**src/rtl/fpx_pkg.sv**
```systemverilog
package fpx_pkg;

   // rounding precision selected per operation
   typedef enum logic {
      PREC_EXT = 1'b0,
      PREC_SGL = 1'b1
   } prec_e;

   // index of each rounding lane in the generated lane array
   localparam int LANE_EXT = 0;
   localparam int LANE_SGL = 1;
   localparam int LANE_CNT = 2;

endpackage

```
**src/rtl/fpx_mant_mul.sv**
```systemverilog
module fpx_mant_mul #(
   parameter int MANT_W = 32
) (
   input  logic [MANT_W-1:0]   mant_a,
   input  logic [MANT_W-1:0]   mant_b,
   output logic [2*MANT_W-1:0] norm,
   output logic                hi_shift
);
   localparam int PROD_W = 2 * MANT_W;

   logic [PROD_W-1:0] prod;

   assign prod     = PROD_W'(mant_a) * PROD_W'(mant_b);
   assign hi_shift = prod[PROD_W-1];

   // bring the integer bit to the top of the product
   always_comb begin
      if (hi_shift) begin
         norm = prod;
      end else begin
         norm = {prod[PROD_W-2:0], 1'b0};
      end
   end

   // two operands with integer bits set always give a top bit set after normalization
   always_comb begin
      if (mant_a[MANT_W-1] && mant_b[MANT_W-1]) begin
         a_r3_norm_top : assert (norm[PROD_W-1]);
      end
   end

endmodule

```
**src/rtl/fpx_round.sv**
```systemverilog
module fpx_round #(
   parameter int MANT_W = 32,
   parameter int KEEP_W = 24
) (
   input  logic [2*MANT_W-1:0] norm,
   output logic [MANT_W-1:0]   mant,
   output logic                carry
);
   localparam int PROD_W = 2 * MANT_W;
   localparam int PAD_W  = MANT_W - KEEP_W;

   if (KEEP_W < 2 || KEEP_W > MANT_W) begin : g_bad_keep
      $error("fpx_round: KEEP_W must lie in 2..MANT_W");
   end

   logic [KEEP_W-1:0] hi;
   logic              guard;
   logic              sticky;
   logic              inc;
   logic [KEEP_W:0]   sum;
   logic [KEEP_W-1:0] kept;

   assign hi     = norm[PROD_W-1 -: KEEP_W];
   assign guard  = norm[PROD_W-1-KEEP_W];
   assign sticky = |norm[PROD_W-2-KEEP_W:0];
   // nearest, ties to the even kept value
   assign inc    = guard & (sticky | hi[0]);
   assign sum    = {1'b0, hi} + (KEEP_W+1)'(inc);
   assign carry  = sum[KEEP_W];

   always_comb begin
      if (carry) begin
         kept = {1'b1, {(KEEP_W-1){1'b0}}};
      end else begin
         kept = sum[KEEP_W-1:0];
      end
   end

   if (PAD_W == 0) begin : g_full
      assign mant = kept;
   end else begin : g_pad
      assign mant = {kept, {PAD_W{1'b0}}};
   end

   // a carry is only possible from an all-ones kept field
   always_comb begin
      if (carry) begin
         a_r6_carry_from_ones : assert (&hi);
      end
   end

endmodule

```
**src/rtl/fpx_range.sv**
```systemverilog
module fpx_range #(
   parameter int EXP_W    = 11,
   parameter int MANT_W   = 32,
   parameter int NARROW_W = 24
) (
   input  logic                    sign_i,
   input  logic [EXP_W+1:0]        exp_i,
   input  logic [MANT_W-1:0]       mant_i,
   input  logic                    narrow_i,
   input  logic                    zero_i,
   output logic [EXP_W+MANT_W:0]   word_o,
   output logic                    uf_o,
   output logic                    ov_o
);
   localparam int EXT_W = EXP_W + 2;
   localparam logic [EXP_W-1:0]  EMAX_F   = {{(EXP_W-1){1'b1}}, 1'b0};
   localparam logic [EXT_W-1:0]  EMAX_X   = {2'b00, EMAX_F};
   localparam logic [MANT_W-1:0] SAT_WIDE = '1;
   localparam logic [MANT_W-1:0] SAT_NARR = {{NARROW_W{1'b1}}, {(MANT_W-NARROW_W){1'b0}}};

   logic too_low;
   logic too_high;

   assign too_low  = $signed(exp_i) < $signed(EXT_W'(1));
   assign too_high = $signed(exp_i) > $signed(EMAX_X);

   always_comb begin
      uf_o   = 1'b0;
      ov_o   = 1'b0;
      word_o = {sign_i, exp_i[EXP_W-1:0], mant_i};
      if (zero_i) begin
         word_o = {sign_i, {(EXP_W+MANT_W){1'b0}}};
      end else if (too_low) begin
         word_o = {sign_i, {(EXP_W+MANT_W){1'b0}}};
         uf_o   = 1'b1;
      end else if (too_high) begin
         word_o = {sign_i, EMAX_F, narrow_i ? SAT_NARR : SAT_WIDE};
         ov_o   = 1'b1;
      end
   end

   // the two range flags exclude each other
   always_comb begin
      a_r8_flags_exclusive : assert (!(uf_o && ov_o));
   end

endmodule

```
**src/rtl/fpx_mul.sv**
```systemverilog
module fpx_mul #(
   parameter int EXP_W    = 11,
   parameter int FRAC_W   = 31,
   parameter int NARROW_W = 24
) (
   input  logic                    clk,
   input  logic                    rst_n,
   input  logic                    in_valid,
   input  logic [EXP_W+FRAC_W+1:0] op_a,
   input  logic [EXP_W+FRAC_W+1:0] op_b,
   input  logic                    prec_single,
   output logic                    out_valid,
   output logic [EXP_W+FRAC_W+1:0] result,
   output logic                    underflow,
   output logic                    overflow
);
   import fpx_pkg::*;

   localparam int MANT_W = FRAC_W + 1;
   localparam int WORD_W = 1 + EXP_W + MANT_W;
   localparam int EXT_W  = EXP_W + 2;
   localparam int PROD_W = 2 * MANT_W;
   localparam int BIAS   = (2 ** (EXP_W - 1)) - 1;
   localparam logic [EXP_W-1:0] EMAX_F = {{(EXP_W-1){1'b1}}, 1'b0};

   if (EXP_W < 3 || EXP_W > 15) begin : g_bad_exp
      $error("fpx_mul: EXP_W must lie in 3..15");
   end
   if (FRAC_W < 2) begin : g_bad_frac
      $error("fpx_mul: FRAC_W must be at least 2");
   end
   if (NARROW_W < 2 || NARROW_W >= MANT_W) begin : g_bad_narrow
      $error("fpx_mul: NARROW_W must lie in 2..MANT_W-1");
   end

   // operand fields
   logic              a_sign, b_sign;
   logic [EXP_W-1:0]  a_exp, b_exp;
   logic [MANT_W-1:0] a_mant, b_mant;
   logic              zero_in;
   prec_e             prec;

   assign a_sign  = op_a[WORD_W-1];
   assign b_sign  = op_b[WORD_W-1];
   assign a_exp   = op_a[WORD_W-2 -: EXP_W];
   assign b_exp   = op_b[WORD_W-2 -: EXP_W];
   assign a_mant  = op_a[MANT_W-1:0];
   assign b_mant  = op_b[MANT_W-1:0];
   assign zero_in = (a_mant == '0) || (b_mant == '0);
   assign prec    = prec_e'(prec_single);

   // mantissa product
   logic [PROD_W-1:0] prod_norm;
   logic              prod_shift;

   fpx_mant_mul #(
      .MANT_W (MANT_W)
   ) u_mant_mul (
      .mant_a   (a_mant),
      .mant_b   (b_mant),
      .norm     (prod_norm),
      .hi_shift (prod_shift)
   );

   // one rounding lane per precision
   logic [LANE_CNT-1:0][MANT_W-1:0] lane_mant;
   logic [LANE_CNT-1:0]             lane_carry;

   for (genvar gi = 0; gi < LANE_CNT; gi++) begin : g_lane
      localparam int KW = (gi == LANE_SGL) ? NARROW_W : MANT_W;
      fpx_round #(
         .MANT_W (MANT_W),
         .KEEP_W (KW)
      ) u_round (
         .norm  (prod_norm),
         .mant  (lane_mant[gi]),
         .carry (lane_carry[gi])
      );
   end

   logic [MANT_W-1:0] rnd_mant;
   logic              rnd_carry;

   assign rnd_mant  = (prec == PREC_SGL) ? lane_mant[LANE_SGL]  : lane_mant[LANE_EXT];
   assign rnd_carry = (prec == PREC_SGL) ? lane_carry[LANE_SGL] : lane_carry[LANE_EXT];

   // exponent: sum, bias removal, normalization and rounding adjustments
   logic [EXT_W-1:0] exp_raw;

   assign exp_raw = EXT_W'(a_exp) + EXT_W'(b_exp) - EXT_W'(BIAS)
                  + EXT_W'(prod_shift) + EXT_W'(rnd_carry);

   // range limiting and special zero
   logic [WORD_W-1:0] res_word;
   logic              res_uf;
   logic              res_ov;

   fpx_range #(
      .EXP_W    (EXP_W),
      .MANT_W   (MANT_W),
      .NARROW_W (NARROW_W)
   ) u_range (
      .sign_i   (a_sign ^ b_sign),
      .exp_i    (exp_raw),
      .mant_i   (rnd_mant),
      .narrow_i (prec == PREC_SGL),
      .zero_i   (zero_in),
      .word_o   (res_word),
      .uf_o     (res_uf),
      .ov_o     (res_ov)
   );

   // output stage
   always_ff @(posedge clk) begin
      if (!rst_n) begin
         out_valid <= 1'b0;
         result    <= '0;
         underflow <= 1'b0;
         overflow  <= 1'b0;
      end else begin
         out_valid <= in_valid;
         if (in_valid) begin
            result    <= res_word;
            underflow <= res_uf;
            overflow  <= res_ov;
         end
      end
   end

   // a request gives a strobe one clock later
   a_r10_valid_follows : assert property (@(posedge clk) disable iff (!rst_n)
      in_valid |=> out_valid);

   // no request, no strobe, and the outputs hold
   a_r10_idle_hold : assert property (@(posedge clk) disable iff (!rst_n)
      !in_valid |=> (!out_valid && $stable(result) && $stable(underflow) && $stable(overflow)));

   // sign of the result follows the operand signs
   a_r1_sign : assert property (@(posedge clk) disable iff (!rst_n)
      in_valid |=> (result[WORD_W-1] == $past(op_a[WORD_W-1] ^ op_b[WORD_W-1])));

   // a flushed result has no magnitude
   a_r7_flush_zero : assert property (@(posedge clk) disable iff (!rst_n)
      underflow |-> (result[WORD_W-2:0] == '0));

   // a saturated result carries the largest finite exponent
   a_r8_sat_exp : assert property (@(posedge clk) disable iff (!rst_n)
      overflow |-> (result[WORD_W-2 -: EXP_W] == EMAX_F));

   // single-mode results leave the low mantissa bits clear
   a_r5_low_clear : assert property (@(posedge clk) disable iff (!rst_n)
      (in_valid && prec_single) |=> (result[MANT_W-NARROW_W-1:0] == '0));

   // a zero mantissa operand gives a clean zero without flags
   a_r9_zero_operand : assert property (@(posedge clk) disable iff (!rst_n)
      (in_valid && ((op_a[MANT_W-1:0] == '0) || (op_b[MANT_W-1:0] == '0)))
      |=> (result[WORD_W-2:0] == '0 && !underflow && !overflow));

endmodule

```
**config.mk**
```make
export PLATFORM = sky130hd
export DESIGN_NAME = fpx_mul
export DESIGN_NICKNAME = d
export VERILOG_FILES = /design/src/rtl/fpx_pkg.sv /design/src/rtl/fpx_mant_mul.sv /design/src/rtl/fpx_round.sv /design/src/rtl/fpx_range.sv /design/src/rtl/fpx_mul.sv
export SDC_FILE = /design/constraint.sdc
export NUM_CORES = 2
export LEC_CHECK = 0
export ABC_CLOCK_PERIOD_IN_PS = 31100
export BUFFER_PORTS_ARGS = -buffer_cell sky130_fd_sc_hd__buf_4
export CAP_MARGIN = 15
export CORE_MARGIN = 10
export CORE_UTILIZATION = 66
export CTS_BUF_LIST = sky130_fd_sc_hd__clkbuf_2
export CTS_CLUSTER_SIZE = 10
export DETAILED_ROUTE_END_ITERATION = 7
export PLACE_DENSITY = 0.88
export SLEW_MARGIN = 40
export SYNTH_ARGS = -nofsm -noshare
export SYNTH_HDL_FRONTEND = slang
export SYNTH_SLANG_ARGS = --single-unit
```
**constraint.sdc**
```tcl
create_clock -name clk -period 31.1 [get_ports clk]
set_clock_uncertainty 0.1 [all_clocks]
set_input_delay 1.555 -clock clk [delete_from_list [all_inputs] [get_ports clk]]
set_output_delay 1.555 -clock clk [all_outputs]
set_load 0.02 [all_outputs]
```
==> results.toml <==
[routing]
drt-total-wl_um = 104500
drtIter0Drc = 2792
vias_per_cell = 6.032
highest_layer = "met4"
antenna_left = 0
dr.pass1.iters = 6
wl_per_cell_um = 20.29
wl_met1_um = 39420
post-route-drc-count = 0
met2_wirelength_um = 50060
wl_met3_um = 12090
vias = 31070

[worst_setup_path]
worstSetupPathType = "primary input to flop"
critPathMaxFanout = 41
rrSetupSlack_ns = 29.92
critPathArrivalTime_ns = 16.70
path_common_cell = "fa_1"
crit_path_top_delay_cell = "nor3_1"
slowest_delay_ns = 0.69
cp-startpoint = "op_a[23]"
end_kind = "flop"
start_kind = "primary input"
worstPathRequired_ns = 31.41
rr_startpoint = "result[12]$_SDFFE_PN0P_"

[floorplan]
die_x_um = 262.8
core_area_mm2 = 0.05803
start_util = 0.6707
rows = 88
dieHeight_um = 262.8
dieArea_mm2 = 0.06908
io_pins = 139

[clock_tree]
ctsLongestPathBuffers = 2
clk_latency_ns = 0.44
cts_buffers = 5
cts.sinks = 47
cts_root_buffer = "clkbuf_2"
postCtsResizedCells = 0
cts.clk_slew.worst_paths_ns = 0.25
cts_hold_buf = 0
post_cts.repair.setup_buffers = 0
cts_tree = "built"
cts-htree-levels = 2

[synthesis]
syn_inst = 4492
syn_nets = 5768
ys_seq_elements = 47
ys_types = 109
synth_edf_count = 0
ys.flop_type = "dfxtp_1"
synth.avg_cell_area_um2 = 8.663
ys_warn_count = 0
ys_seq_area_frac = 0.02418
netlist_area_mm2 = 0.03892
async_flop_share = 0

[grt]
grt.total_usage = 0.3053
grt.overflow.total = 0
antenna_found_initial = 1
grt_max_degree = 42
grt_pass1_wl_um = 173200
grt_pass1_vias = 33560

[timing]
period_needed_ns = 16.38
fin_crit_sh = 0.5267
rsz0062_at_grt = "false"
max_freq_mhz = 61.05
hold_violations = 0
slew_violations = 0
tns_ns = 0
relSlewSlack = 0.4491
setup_viol = 0
tightest_slew_ns = 0.8153

[placed_design]
routabilityCongestion = 0.9848
port_buffers = 138
place_hpwl_um = 84210

[layout]
layout.nets = 5660
area_delta_synth_final_pct = 2.646
drive_gt1_frac = 0.04835

[run_status]
status = "finished, final reports clean"

[hold_path]
min_from = "result[18]$_SDFFE_PN0P_"
hold_path.class = "flop to flop"

[job]
cap_viol_max_count = 0
-- Yosys cell counts (20+ instances only) --
master	instances	area share
inv_1	903	0.087
xor2_1	25	0.0056
nor4_1	29	0.0047
o21ai_0	93	0.012
dfxtp_1	47	0.024
and2_1	560	0.090
a21o_1	23	0.0044
clkbuf_1	220	0.021
ha_1	286	0.092
nand2_1	616	0.059
nand4_1	35	0.0056
nor3_1	39	0.0050
nand3_1	34	0.0044
xnor2_1	47	0.011
fa_1	898	0.46
a21oi_1	140	0.018
a21boi_0	20	0.0039
nor2_1	100	0.0096
a211oi_1	23	0.0044
o21a_1	28	0.0054
-- critical path: cells and delay by family --
family	cells	cell delay [ns]
compound gates	15	3.47
fa+ha+maj	13	5.86
buf+inv	7	1.62
mux	1	0.51
simple gates	10	3.62
-- cell families after synthesis --
kind of cell	after synthesis	synth area share
AND/OR/NAND/NOR	1525	0.2011
XOR/XNOR	73	0.01662
flip-flops	47	0.02418
AO/OA/AOI/OAI	488	0.08459
adder cells (fa/ha/maj)	1184	0.5539
buffers and inverters	1158	0.1150
multiplexers	17	0.004565
-- routing by layer --
metal | up-vias | global-route usage
met5 | - | 0
met4 | 0 | 0.08954
met3 | 294 | 0.07932
met2 | 1807 | 0.5031
met1 | 15480 | 0.3917
li1 | 13490 | -
-- path summary, 6_finish.rpt --
check,end,cells after the start
max reg2reg,result[12]$_SDFFE_PN0P_,4
max,result[5]$_SDFFE_PN0P_,46
min,result[18]$_SDFFE_PN0P_,2
min reg2reg,result[18]$_SDFFE_PN0P_,2
-- registers in the layout, indices dropped and copies added (netlist names) --
| name | cells |
|---|---|
| result | 44 |
| out_valid | 1 |
| overflow | 1 |
| underflow | 1 |
-- cell type report --
type | count | area, µm²
timing repair buffer | 139 | 1044
sequential | 47 | 940.9
inverter | 904 | 3393
multi-input combinational | 3287 | 33520
fill | 4311 | 18080
antenna | 1 | 2.502
clock buffer | 6 | 30.03
tap | 765 | 957.2
clock inverter | 2 | 60.06
-- through the flow --
| stage | std cells | utilization | hold WS [ns] | instance area [µm²] | setup WS, ns |
|---|---|---|---|---|---|
| floorplan | 4492 | - | 0.4147 | 38920 | 16.58 |
| global placement | 5142 | 0.6865 | 0.3286 | 39830 | 14.84 |
| detailed placement | 5142 | 0.6868 | 0.3341 | 39850 | 14.51 |
| CTS | 5150 | 0.6883 | 0.3632 | 39940 | 14.94 |
| global route | 5150 | 0.6884 | 0.4073 | 39940 | 13.95 |
| finish | 5151 | 0.6884 | 0.3634 | 39950 | 14.72 |
-- cells in the final DEF, fill, tap and decap left out, types with 93 or more instances in the layout --
cell type,count
inv_1,902
fa_1,898
buf_4,139
nand2_1,616
and2_1,560
ha_1,286
a21oi_1,140
o21ai_0,93
nor2_1,99
Power is left out: the tool's default activity adds up to more than one toggle a clock period on the data nets, which glitch-free logic cannot reach.
